## src/rtl/agc_pkg.sv

```systemverilog
package agc_pkg;

    localparam int DATA_W = 32;
    localparam int LANES  = DATA_W / 8;

    localparam int BIT_RUN   = 0;
    localparam int BIT_FLUSH = 1;
    localparam int BIT_UNSOL = 8;
    localparam int BIT_FDONE = 1;

    typedef enum logic [1:0] {
        SEQ_DOWN  = 2'd0,
        SEQ_EXIT  = 2'd1,
        SEQ_UP    = 2'd2,
        SEQ_ENTER = 2'd3
    } seq_state_e;

    typedef struct packed {
        logic hit_ctl;
        logic hit_sts;
        logic hit_oth;
        logic wr;
        logic lane0;
        logic lane1;
        logic run_val;
        logic flush_val;
        logic unsol_val;
        logic fdone_val;
    } bus_req_t;

    function automatic logic [DATA_W-1:0] ctl_word(input logic uen,
                                                   input logic busy,
                                                   input logic up);
        logic [DATA_W-1:0] w;
        w            = '0;
        w[BIT_UNSOL] = uen;
        w[BIT_FLUSH] = busy;
        w[BIT_RUN]   = up;
        return w;
    endfunction

    function automatic logic [DATA_W-1:0] sts_word(input logic fdone);
        logic [DATA_W-1:0] w;
        w            = '0;
        w[BIT_FDONE] = fdone;
        return w;
    endfunction

endpackage

```

## src/rtl/agc_bus_decode.sv

```systemverilog
module agc_bus_decode
    import agc_pkg::*;
#(
    parameter int          ADDR_W  = 8,
    parameter logic [ADDR_W-1:0] CTL_OFF = 8'h08,
    parameter logic [ADDR_W-1:0] STS_OFF = 8'h0C
) (
    input  logic                req_valid,
    input  logic                req_write,
    input  logic [ADDR_W-1:0]   req_addr,
    input  logic [LANES-1:0]    req_be,
    input  logic [DATA_W-1:0]   req_wdata,
    output bus_req_t            dec
);

    logic ctl_match;
    logic sts_match;
    logic unused_bits;

    assign ctl_match = (req_addr[ADDR_W-1:2] == CTL_OFF[ADDR_W-1:2]);
    assign sts_match = (req_addr[ADDR_W-1:2] == STS_OFF[ADDR_W-1:2]);

    always_comb begin
        dec           = '0;
        dec.hit_ctl   = ctl_match;
        dec.hit_sts   = sts_match && !ctl_match;
        dec.hit_oth   = !ctl_match && !sts_match;
        dec.wr        = req_valid && req_write;
        dec.lane0     = req_be[0];
        dec.lane1     = req_be[1];
        dec.run_val   = req_wdata[BIT_RUN];
        dec.flush_val = req_wdata[BIT_FLUSH];
        dec.unsol_val = req_wdata[BIT_UNSOL];
        dec.fdone_val = req_wdata[BIT_FDONE];
    end

    assign unused_bits = ^{req_addr[1:0], req_be[LANES-1:2],
                           req_wdata[DATA_W-1:BIT_UNSOL+1],
                           req_wdata[BIT_UNSOL-1:BIT_FLUSH+1]};

endmodule

```

## src/rtl/agc_rst_seq.sv

```systemverilog
module agc_rst_seq
    import agc_pkg::*;
#(
    parameter int MIN_RST_CYC = 16,
    parameter int ENTER_CYC   = 4,
    parameter int EXIT_CYC    = 4
) (
    input  logic       clk,
    input  logic       rst,
    input  logic       run_wr,
    input  logic       run_val,
    output logic       link_reset,
    output logic       core_reset,
    output logic       in_transition,
    output logic       ctrl_up,
    output logic       running
);

    localparam int MAX_SEQ = (ENTER_CYC > EXIT_CYC) ? ENTER_CYC : EXIT_CYC;
    localparam int SEQ_W   = $clog2(MAX_SEQ + 1);
    localparam int HOLD_W  = $clog2(MIN_RST_CYC + 1);

    seq_state_e        state_q, state_nx;
    logic              want_q, want_nx;
    logic [SEQ_W-1:0]  seq_cnt;
    logic [HOLD_W-1:0] hold_cnt;
    logic              hold_ok;
    logic              exit_last;
    logic              enter_last;
    logic              link_phase;

    assign want_nx    = run_wr ? run_val : want_q;
    assign hold_ok    = (hold_cnt == HOLD_W'(MIN_RST_CYC));
    assign exit_last  = (seq_cnt == SEQ_W'(EXIT_CYC - 1));
    assign enter_last = (seq_cnt == SEQ_W'(ENTER_CYC - 1));
    assign link_phase = (state_q == SEQ_DOWN) || (state_q == SEQ_ENTER);

    always_comb begin
        state_nx = state_q;
        unique case (state_q)
            SEQ_DOWN:  if (want_nx && hold_ok) state_nx = SEQ_EXIT;
            SEQ_EXIT: begin
                if (!want_nx)       state_nx = SEQ_ENTER;
                else if (exit_last) state_nx = SEQ_UP;
            end
            SEQ_UP:    if (!want_nx) state_nx = SEQ_ENTER;
            SEQ_ENTER: if (enter_last) state_nx = SEQ_DOWN;
            default:   state_nx = SEQ_DOWN;
        endcase
    end

    always_ff @(posedge clk) begin
        if (rst) begin
            state_q  <= SEQ_DOWN;
            want_q   <= 1'b0;
            seq_cnt  <= '0;
            hold_cnt <= '0;
        end else begin
            state_q <= state_nx;
            want_q  <= want_nx;
            if (state_nx != state_q)
                seq_cnt <= '0;
            else if (state_q == SEQ_EXIT || state_q == SEQ_ENTER)
                seq_cnt <= seq_cnt + 1'b1;
            if (state_nx == SEQ_ENTER && state_q != SEQ_ENTER)
                hold_cnt <= '0;
            else if (link_phase && !hold_ok)
                hold_cnt <= hold_cnt + 1'b1;
        end
    end

    assign link_reset    = link_phase;
    assign core_reset    = (state_q != SEQ_UP);
    assign in_transition = (state_q == SEQ_EXIT) || (state_q == SEQ_ENTER);
    assign ctrl_up       = (state_q == SEQ_UP) || (state_q == SEQ_ENTER);
    assign running       = (state_q == SEQ_UP);

endmodule

```

## src/rtl/agc_flush_ctl.sv

```systemverilog
module agc_flush_ctl #(
    parameter int NUM_STREAMS = 4
) (
    input  logic                   clk,
    input  logic                   rst,
    input  logic                   core_reset,
    input  logic                   running,
    input  logic                   flush_req,
    input  logic                   sts_clr,
    input  logic [NUM_STREAMS-1:0] stream_run,
    input  logic [1:0]             ring_run,
    input  logic                   flush_done,
    output logic                   flush_busy,
    output logic                   flush_start,
    output logic                   flush_status
);

    logic runs_idle;
    logic accept;
    logic finish;

    assign runs_idle = !(|stream_run) && !(|ring_run);
    assign accept    = flush_req && running && runs_idle && !flush_busy;
    assign finish    = flush_busy && flush_done;

    always_ff @(posedge clk) begin
        if (rst || core_reset) begin
            flush_busy   <= 1'b0;
            flush_start  <= 1'b0;
            flush_status <= 1'b0;
        end else begin
            flush_start <= accept;
            if (accept)
                flush_busy <= 1'b1;
            else if (finish)
                flush_busy <= 1'b0;
            if (finish)
                flush_status <= 1'b1;
            else if (sts_clr)
                flush_status <= 1'b0;
        end
    end

endmodule

```

## src/rtl/agc_access_gate.sv

```systemverilog
module agc_access_gate
    import agc_pkg::*;
(
    input  logic              hit_ctl,
    input  logic              hit_sts,
    input  logic              hit_oth,
    input  logic              wr,
    input  logic              ctrl_up,
    input  logic [DATA_W-1:0] ctl_rd,
    input  logic [DATA_W-1:0] sts_rd,
    input  logic [DATA_W-1:0] oth_rdata,
    input  logic [DATA_W-1:0] oth_default,
    input  logic              oth_keep,
    output logic [DATA_W-1:0] rd_data,
    output logic              fwd_wr_en
);

    logic mask_oth;

    assign mask_oth  = !ctrl_up && !oth_keep;
    assign fwd_wr_en = hit_oth && wr && ctrl_up;

    always_comb begin
        if (hit_ctl)       rd_data = ctl_rd;
        else if (hit_sts)  rd_data = sts_rd;
        else if (mask_oth) rd_data = oth_default;
        else               rd_data = oth_rdata;
    end

endmodule

```

## src/rtl/agc_global_ctl.sv

```systemverilog
module agc_global_ctl
    import agc_pkg::*;
#(
    parameter int                ADDR_W      = 8,
    parameter logic [ADDR_W-1:0] CTL_OFF     = 8'h08,
    parameter logic [ADDR_W-1:0] STS_OFF     = 8'h0C,
    parameter int                NUM_STREAMS = 4,
    parameter int                MIN_RST_CYC = 16,
    parameter int                ENTER_CYC   = 4,
    parameter int                EXIT_CYC    = 4
) (
    input  logic                   clk,
    input  logic                   rst,
    input  logic                   req_valid,
    input  logic                   req_write,
    input  logic [ADDR_W-1:0]      req_addr,
    input  logic [3:0]             req_be,
    input  logic [31:0]            req_wdata,
    output logic [31:0]            rd_data,
    output logic                   fwd_wr_en,
    input  logic [31:0]            oth_rdata,
    input  logic [31:0]            oth_default,
    input  logic                   oth_keep,
    output logic                   link_reset,
    output logic                   core_reset,
    output logic                   in_transition,
    input  logic [NUM_STREAMS-1:0] stream_run,
    input  logic [1:0]             ring_run,
    output logic                   flush_start,
    input  logic                   flush_done,
    output logic                   flush_status,
    input  logic                   unsol_valid,
    output logic                   unsol_accept
);

    bus_req_t dec;
    logic     ctrl_up;
    logic     running;
    logic     flush_busy;
    logic     uen_q;
    logic     ctl_wr;
    logic     run_wr;
    logic     sts_clr;
    logic     uen_wr;

    agc_bus_decode #(
        .ADDR_W  (ADDR_W),
        .CTL_OFF (CTL_OFF),
        .STS_OFF (STS_OFF)
    ) u_dec (
        .req_valid (req_valid),
        .req_write (req_write),
        .req_addr  (req_addr),
        .req_be    (req_be),
        .req_wdata (req_wdata),
        .dec       (dec)
    );

    assign ctl_wr  = dec.hit_ctl && dec.wr;
    assign run_wr  = ctl_wr && dec.lane0;
    assign uen_wr  = ctl_wr && dec.lane1 && (ctrl_up || dec.lane0);
    assign sts_clr = dec.hit_sts && dec.wr && dec.lane0 && dec.fdone_val && ctrl_up;

    agc_rst_seq #(
        .MIN_RST_CYC (MIN_RST_CYC),
        .ENTER_CYC   (ENTER_CYC),
        .EXIT_CYC    (EXIT_CYC)
    ) u_seq (
        .clk           (clk),
        .rst           (rst),
        .run_wr        (run_wr),
        .run_val       (dec.run_val),
        .link_reset    (link_reset),
        .core_reset    (core_reset),
        .in_transition (in_transition),
        .ctrl_up       (ctrl_up),
        .running       (running)
    );

    agc_flush_ctl #(
        .NUM_STREAMS (NUM_STREAMS)
    ) u_flush (
        .clk          (clk),
        .rst          (rst),
        .core_reset   (core_reset),
        .running      (running),
        .flush_req    (run_wr && dec.flush_val),
        .sts_clr      (sts_clr),
        .stream_run   (stream_run),
        .ring_run     (ring_run),
        .flush_done   (flush_done),
        .flush_busy   (flush_busy),
        .flush_start  (flush_start),
        .flush_status (flush_status)
    );

    always_ff @(posedge clk) begin
        if (rst)
            uen_q <= 1'b0;
        else if (uen_wr)
            uen_q <= dec.unsol_val;
    end

    assign unsol_accept = unsol_valid && uen_q;

    agc_access_gate u_gate (
        .hit_ctl     (dec.hit_ctl),
        .hit_sts     (dec.hit_sts),
        .hit_oth     (dec.hit_oth),
        .wr          (dec.wr),
        .ctrl_up     (ctrl_up),
        .ctl_rd      (ctl_word(uen_q, flush_busy, ctrl_up)),
        .sts_rd      (sts_word(flush_status)),
        .oth_rdata   (oth_rdata),
        .oth_default (oth_default),
        .oth_keep    (oth_keep),
        .rd_data     (rd_data),
        .fwd_wr_en   (fwd_wr_en)
    );

endmodule

```

## config.mk

```make
export PLATFORM = sky130hd
export DESIGN_NAME = agc_global_ctl
export DESIGN_NICKNAME = d
export VERILOG_FILES = /design/src/rtl/agc_pkg.sv /design/src/rtl/agc_bus_decode.sv /design/src/rtl/agc_rst_seq.sv /design/src/rtl/agc_flush_ctl.sv /design/src/rtl/agc_access_gate.sv /design/src/rtl/agc_global_ctl.sv
export SDC_FILE = /design/constraint.sdc
export NUM_CORES = 1
export LEC_CHECK = 0
export BUFFER_PORTS_ARGS = -buffer_cell sky130_fd_sc_hd__buf_2
export CAP_MARGIN = 20
export CORE_MARGIN = 4
export CORE_UTILIZATION = 35
export DETAILED_ROUTE_END_ITERATION = 10
export PLACE_DENSITY = 0.73
export SKIP_LAST_GASP = 1
export SLEW_MARGIN = 20
export SYNTH_ARGS = -nofsm -noshare
export SYNTH_HDL_FRONTEND = slang
export SYNTH_HIERARCHICAL = 1
export SYNTH_SLANG_ARGS = --single-unit
```

## constraint.sdc

```tcl
create_clock -name clk -period 2.9 [get_ports clk]
set_clock_uncertainty 0.15 [all_clocks]
set_input_delay 0.145 -clock clk [delete_from_list [all_inputs] [get_ports clk]]
set_output_delay 0.145 -clock clk [all_outputs]
set_load 0.1 [all_outputs]
```

# ---- Word-level counts from Yosys, hierarchy flattened
# Cells that the tools add are included.
dict set report classes {
  n_mux 14
  addsub 2
  reduce_logical 44
  n_eq_ne 11
}
# operator n
set op_table {}
lappend op_table {{$mux W32} 3}
lappend op_table {{$logic_and A1 B1 Y1} 24}
lappend op_table {{$eq A6 B2 Y1 const B} 2}
lappend op_table {{$mux W2} 5}
lappend op_table {{$logic_not A1 Y1} 8}
lappend op_table {{$pmux W2 S4} 1}
lappend op_table {{$eq A2 B2 Y1 const B} 3}
lappend op_table {{$reduce_or A2 Y1} 3}
lappend op_table {{$add A5 B1 Y5 const B} 1}
lappend op_table {{$eq A5 B5 Y1 const B} 1}
lappend op_table {{$logic_or A1 B1 Y1} 5}
lappend op_table {{$mux W1} 5}
lappend op_table {{$ne A2 B2 Y1 const B} 2}
lappend op_table {{$reduce_bool A2 Y1} 2}
lappend op_table {{$reduce_or A4 Y1} 1}
lappend op_table {{$add A3 B1 Y3 const B} 1}
lappend op_table {{$eq A3 B2 Y1 const B} 1}
lappend op_table {{$eq A2 B1 Y1 const B} 1}
lappend op_table {{$logic_not A2 Y1} 1}
lappend op_table {{$ne A2 B2 Y1} 1}
dict set report word_totals {
  input_bits 121
  reg_bits 15
  elab_cells 79
  out_inout_bits 39
}

# ---- Longest topological paths before layout
dict set report depth {
  word_depth 10
  mapped_depth 9
  depth_no_buf 7
}

# ---- Cells and area by module
# Netlist, hierarchy kept.
# module cells_each area_each_um2 seq_area_each_um2 instances
set modules_own_cells {}
lappend modules_own_cells {agc_access_gate 114 843.3 0.0 1}
lappend modules_own_cells {agc_rst_seq 91 808.3 220.2 1}
lappend modules_own_cells {agc_flush_ctl 14 141.4 60.1 1}
lappend modules_own_cells {agc_bus_decode 12 90.1 0.0 1}
lappend modules_own_cells {agc_global_ctl 12 86.3 20.0 1}

# ---- Worst setup path after synthesis
# OpenSTA, ideal clock, no wires.
dict set report synth_path {
  path_kind {register to output}
  startpoint {register u_seq.state_q[1]}
  endpoint {output rd_data[10]}
  path_slack_ns -0.431
  t_required_ns 2.605
  arrival_ns 3.036
  stages_incl_launch_ff 8
  path_buffers 2
  cell_sequence {dfxtp_1 ha_1 clkbuf_1 or2_2 nor2_4 buf_8 mux2i_1 a21oi_1}
}
dict set report synth_between {
  elab_chain_cells 7
  elab_cells_between_ends 8
  classes_between {eq/ne (2); mux (3); reduce/logical (3)}
}
# element line_no
set synth_lines {}
lappend synth_lines {{start: declaration} agc_rst_seq.sv:23} ;# seq_state_e state_q, state_nx;
lappend synth_lines {{start signal: assignment} agc_rst_seq.sv:59} ;# state_q <= state_nx;
lappend synth_lines {{$eq A2 B2 Y1} agc_rst_seq.sv:75} ;# assign ctrl_up = (state_q == SEQ_UP) || (state_q == SEQ_ENTER);
lappend synth_lines {{$logic_or A1 B1 Y1 *} agc_rst_seq.sv:75}
lappend synth_lines {{via ctrl_up} agc_global_ctl.sv:37} ;# logic ctrl_up;
lappend synth_lines {{$logic_not A1 Y1 *} agc_access_gate.sv:20} ;# assign mask_oth = !ctrl_up && !oth_keep;
lappend synth_lines {{$logic_and A1 B1 Y1 *} agc_access_gate.sv:20}
lappend synth_lines {{$mux W32 *} agc_access_gate.sv:26} ;# else if (mask_oth) rd_data = oth_default;
lappend synth_lines {{$mux W32 *} agc_access_gate.sv:25} ;# else if (hit_sts) rd_data = sts_rd;
lappend synth_lines {{$mux W32 *} agc_access_gate.sv:24} ;# if (hit_ctl) rd_data = ctl_rd;
lappend synth_lines {{end: declaration} agc_global_ctl.sv:19} ;# output logic [31:0] rd_data,
# The timed path passes the listed nets; every way through them passes the cells marked *.

# ---- Worst setup path after layout
dict set report layout_path {
  startpoint {register u_seq.state_q[1]}
  endpoint {output rd_data[0]}
}
dict set report layout_between {
  elab_chain_cells 7
  elab_cells_between_ends 8
  classes_between {eq/ne (2); mux (3); reduce/logical (3)}
}
# element line_no
set layout_lines {}
lappend layout_lines {{$eq A2 B2 Y1} agc_rst_seq.sv:75}
lappend layout_lines {{$logic_or A1 B1 Y1 *} agc_rst_seq.sv:75}
lappend layout_lines {{via ctrl_up} agc_global_ctl.sv:37}
lappend layout_lines {{$logic_not A1 Y1} agc_access_gate.sv:20}
lappend layout_lines {{$logic_and A1 B1 Y1} agc_access_gate.sv:20}
lappend layout_lines {{$mux W32} agc_access_gate.sv:26}
lappend layout_lines {{$mux W32} agc_access_gate.sv:25}
lappend layout_lines {{$mux W32 *} agc_access_gate.sv:24}
# Marks and branches as above.

==> results_tabular.tex <==
\begin{tabular}{lr}
\hline
Metric & Value \\
\hline
\multicolumn{2}{l}{\textbf{Outcome}} \\
Run status & finished clean \\
\multicolumn{2}{l}{\textbf{Timing}} \\
Crit path setup slack, layout & between 0.15 and 0.2 ns \\
F\_max & roughly 0.37 GHz \\
Unrepaired setup endpoints after global routing & no \\
Final period util & 0.938 \\
Max-slew headroom & 0.400 \\
Post-Route Hold Slack & approximately 0.019 ns \\
Worst-margin pin slew & 0.898 ns \\
Slew Viols, Final & 0 \\
Final number of hold-violating endpoints & 0 \\
Clock period minus worst slack & 2.72 ns \\
Final setup violation count & 0 \\
Sum Neg Setup Slack & 0 ns \\
\multicolumn{2}{l}{\textbf{Pwr}} \\
Largest vdd supply drop & 422 uV \\
Total Power Consumption & 2.21 mW \\
Total power density per cell area & about 640 mW/mm\^{}2 \\
Standby leakage power & about 1.6 nW \\
\multicolumn{2}{l}{\textbf{Clocking}} \\
Number of buffers created by CTS & 3 \\
Clock root buffer master & clkbuf\_8 \\
Clock edge transition at the registers on the reported setup and hold paths & around 0.060 ns \\
Clk buf depth & 2 \\
Clock sink total & 15 \\
Insertion delay to the later sink of the worst-skew pair & between 0.2 and 0.3 ns \\
CTS tree & done \\
Number of H-tree levels & 1 \\
\multicolumn{2}{l}{\textbf{Place}} \\
Setup Slack @ Placement & 0.337 ns \\
Detail Placement HPWL & between 5000 and 6000 um \\
Placed Area & between 0.003 and 0.004 mm\^{}2 \\
IO buf count & 126 \\
Placer Congestion & $\sim$0.86 \\
\multicolumn{2}{l}{\textbf{Global routing}} \\
Gr usage total & 0.189 \\
Initial antenna violation count & 1 \\
Pin count of the biggest net entering global routing & 33 \\
Global-route wire length before repair & 11200 um \\
Total congestion overflow after global routing & 0 \\
Number of global-route vias before repair & 2380 \\
\multicolumn{2}{l}{\textbf{Drt}} \\
DR vias/cell & 4.90 \\
Routed vias & 2392 \\
Post-detailed-route wirelength per cell & $\sim$14 um \\
Aggregate routed wire length & around 6600 um \\
Drc violations & 0 \\
Remaining antenna violation count & 0 \\
DRT Pass-1 Iters & 5 \\
DR iter-0 viols & slightly above 60 \\
\multicolumn{2}{l}{\textbf{Setup path}} \\
Max stage delay on crit path & approximately 0.41 ns \\
CP Data Arrival Time & approximately 2.4 ns \\
CP delay by family, top & simple AND/OR/NAND/NOR gates \\
Ordered cell list for the critical path & ha\_1 -> or2\_2 -> nor2\_4 -> buf\_12 -> mux2i\_1 -> a21oi\_2 -> buf\_12 \\
Kind of end point of the critical path & output pin \\
Cell with the biggest individual delay on the critical path & dfxtp\_1 \\
Buffering stage count on the worst path with inverters included & 2 \\
Crit start category & flip-flop \\
Type of the setup path with the least slack & flip-flop to output pin \\
Cell repeated most along the worst path & buf\_12 \\
Data required, critical path & 2.61 ns \\
Maximum fanout count along the critical path & 21 \\
\multicolumn{2}{l}{\textbf{Layout}} \\
Combined flip-flop and latch cell area & between 300 and 400 um\^{}2 \\
Footprint of the multi-input gates & 0.00180 mm\^{}2 \\
Syn-to-layout area delta & 75.3\% \\
Number of nets in the final layout & $\sim$550 \\
Share of cells above drive strength 1 & 0.431 \\
Fill cell count & 470 \\
Layout Cell Area excl Fill & 0.00345 mm\^{}2 \\
\multicolumn{2}{l}{\textbf{Synth}} \\
Cells after synthesis & about 240 \\
Total of flip-flops plus latches after synthesis & 15 \\
FFs w/ async S/R, synth & 0 \\
Area of the mapped netlist & 0.00197 mm\^{}2 \\
Number of library cell types mapped by synthesis & 49 \\
Number of synthesized flops with an enable pin & 0 \\
Synthesized area per cell & 8.10 um\^{}2 \\
Count of synthesis-stage warnings from yosys & 6 \\
Sequential-to-total area share from yosys stat & 0.152 \\
Predominant post-synthesis flop cell & dfxtp\_1 \\
\multicolumn{2}{l}{\textbf{Floorplan}} \\
I/O pin total & 160 \\
Core area & roughly 0.0055 mm\^{}2 \\
Die Footprint & 0.00689 mm\^{}2 \\
Die outline height & 83.0 um \\
Standard-cell rows & 27 \\
Chip width & about 83 um \\
Initial cell density of the core & 0.360 \\
\multicolumn{2}{l}{\textbf{Min path}} \\
Hold/Removal Path Class & input port to flip-flop \\
\multicolumn{2}{l}{\textbf{Flow run}} \\
Total of max-cap violations & 0 \\
\hline
\end{tabular}
[placed cells by master (no fill, tap or decap), types with 4 or more instances in the layout]
master and count:
a21oi_2 31, inv_1 10, buf_4 4, o22ai_1 31
ha_1 8, conb_1 60, nand2b_1 5, nor4_1 4
dfxtp_1 14, nor2_1 5, nand4_1 9, nor3_1 5
a211oi_1 8, and3_1 4, buf_12 33, mux2i_1 37
buf_2 94
[layout make-up]
| class | count | area share |
|---|---|---|
| Multi-Input combinational cell | 254 | 0.522 |
| Timing Repair Buffer | 132 | 0.340 |
| Sequential cell | 15 | 0.0874 |
| Tap cell | 72 | 0.0261 |
| Clock buffer | 3 | 0.0120 |
| Inverter | 10 | 0.0109 |
| Clock inverter | 1 | 0.00145 |
| Antenna cell | 1 | 0.000725 |
[power breakdown]
| group | internal (mW) | switching, mW |
|---|---|---|
| Clock | 0.0954 | 0.0797 |
| Combinational | 0.606 | 1.14 |
| Sequential | 0.242 | 0.0405 |
| Total | 0.943 | 1.26 |
[worst register-to-register path: stages, from the launching register on]
cell      delay (ns)
dfxtp_1         0.52
ha_1            0.48
o21bai_1        0.17
a21o_1          0.23
a311oi_2        0.47
a211oi_1        0.14
[cells by family (layout without fill, tap and decap cells)]
logic type      after synthesis  after routing  synth area share
compound gates               88             88             0.299
simple gates                 56             56             0.184
mux                          38             38             0.196
buf+inv                      33            146            0.0985
flops                        15             15             0.152
fa+ha+maj                     8              8            0.0508
xor+xnor                      4              4            0.0178
other cells                   1             61           0.00190
[cells in the mapped netlist (all sizes together) (3+ instances only)]
cell type,instances,area share
a211oi,8,0.030
and2,3,0.0095
o22ai,31,0.098
a21oi,34,0.10
nor2,7,0.017
clkbuf,5,0.0095
ha,8,0.051
mux2i,37,0.19
and3,4,0.013
xor2,3,0.013
nand4,9,0.029
nor4,5,0.019
buf,18,0.070
dfxtp,15,0.15
inv,10,0.019
nand2,3,0.0057
nand2b,5,0.016
o21ai,3,0.0076
nor3,5,0.013
[state kept, by name, summed over array words and instances (netlist names)]
| name | count |
|---|---|
| u_flush/flush_busy | 1 |
| u_flush/flush_start | 1 |
| u_flush/flush_status | 1 |
| u_seq/hold_cnt | 5 |
| u_seq/seq_cnt | 3 |
| u_seq/state_q | 2 |
| u_seq/want_q | 1 |
| uen_q | 1 |
[per-layer routing]
layer  vias up  part of all wire  GRT usage
met5         -                 0          0
met1      1090              0.39      0.219
met4         0            0.0055     0.0401
li1       1225                 -          -
met2        74              0.54      0.353
met3         3             0.065     0.0417
[final timing paths]
path	start	endpoint	slack (ns)	cells after the start
worst max-delay path	u_seq/state_q[1]	rd_data[0]	0.18	7
worst min-delay path	flush_done	u_flush/flush_status	0.02	3
worst max register to register	u_seq/state_q[1]	u_seq/hold_cnt[4]	0.59	5
worst min register to register	u_flush/flush_status	u_flush/flush_status	0.35	2
[repair_timing]
action                                  4_1_cts  5_1_grt
hold buffers                                  0        0
setup buffers                                 0        0
resized for setup                             0        2
endpoints found under the setup margin        0        2
[per-stage QoR]
stage / std cells / utilization
finish: 488 / 0.631
global placement: 483 / 0.621
floorplan: 302 / -
CTS: 487 / 0.629
global route: 488 / 0.631
detailed placement: 483 / 0.621
No activity file was read; power rests on OpenSTA's default activity.
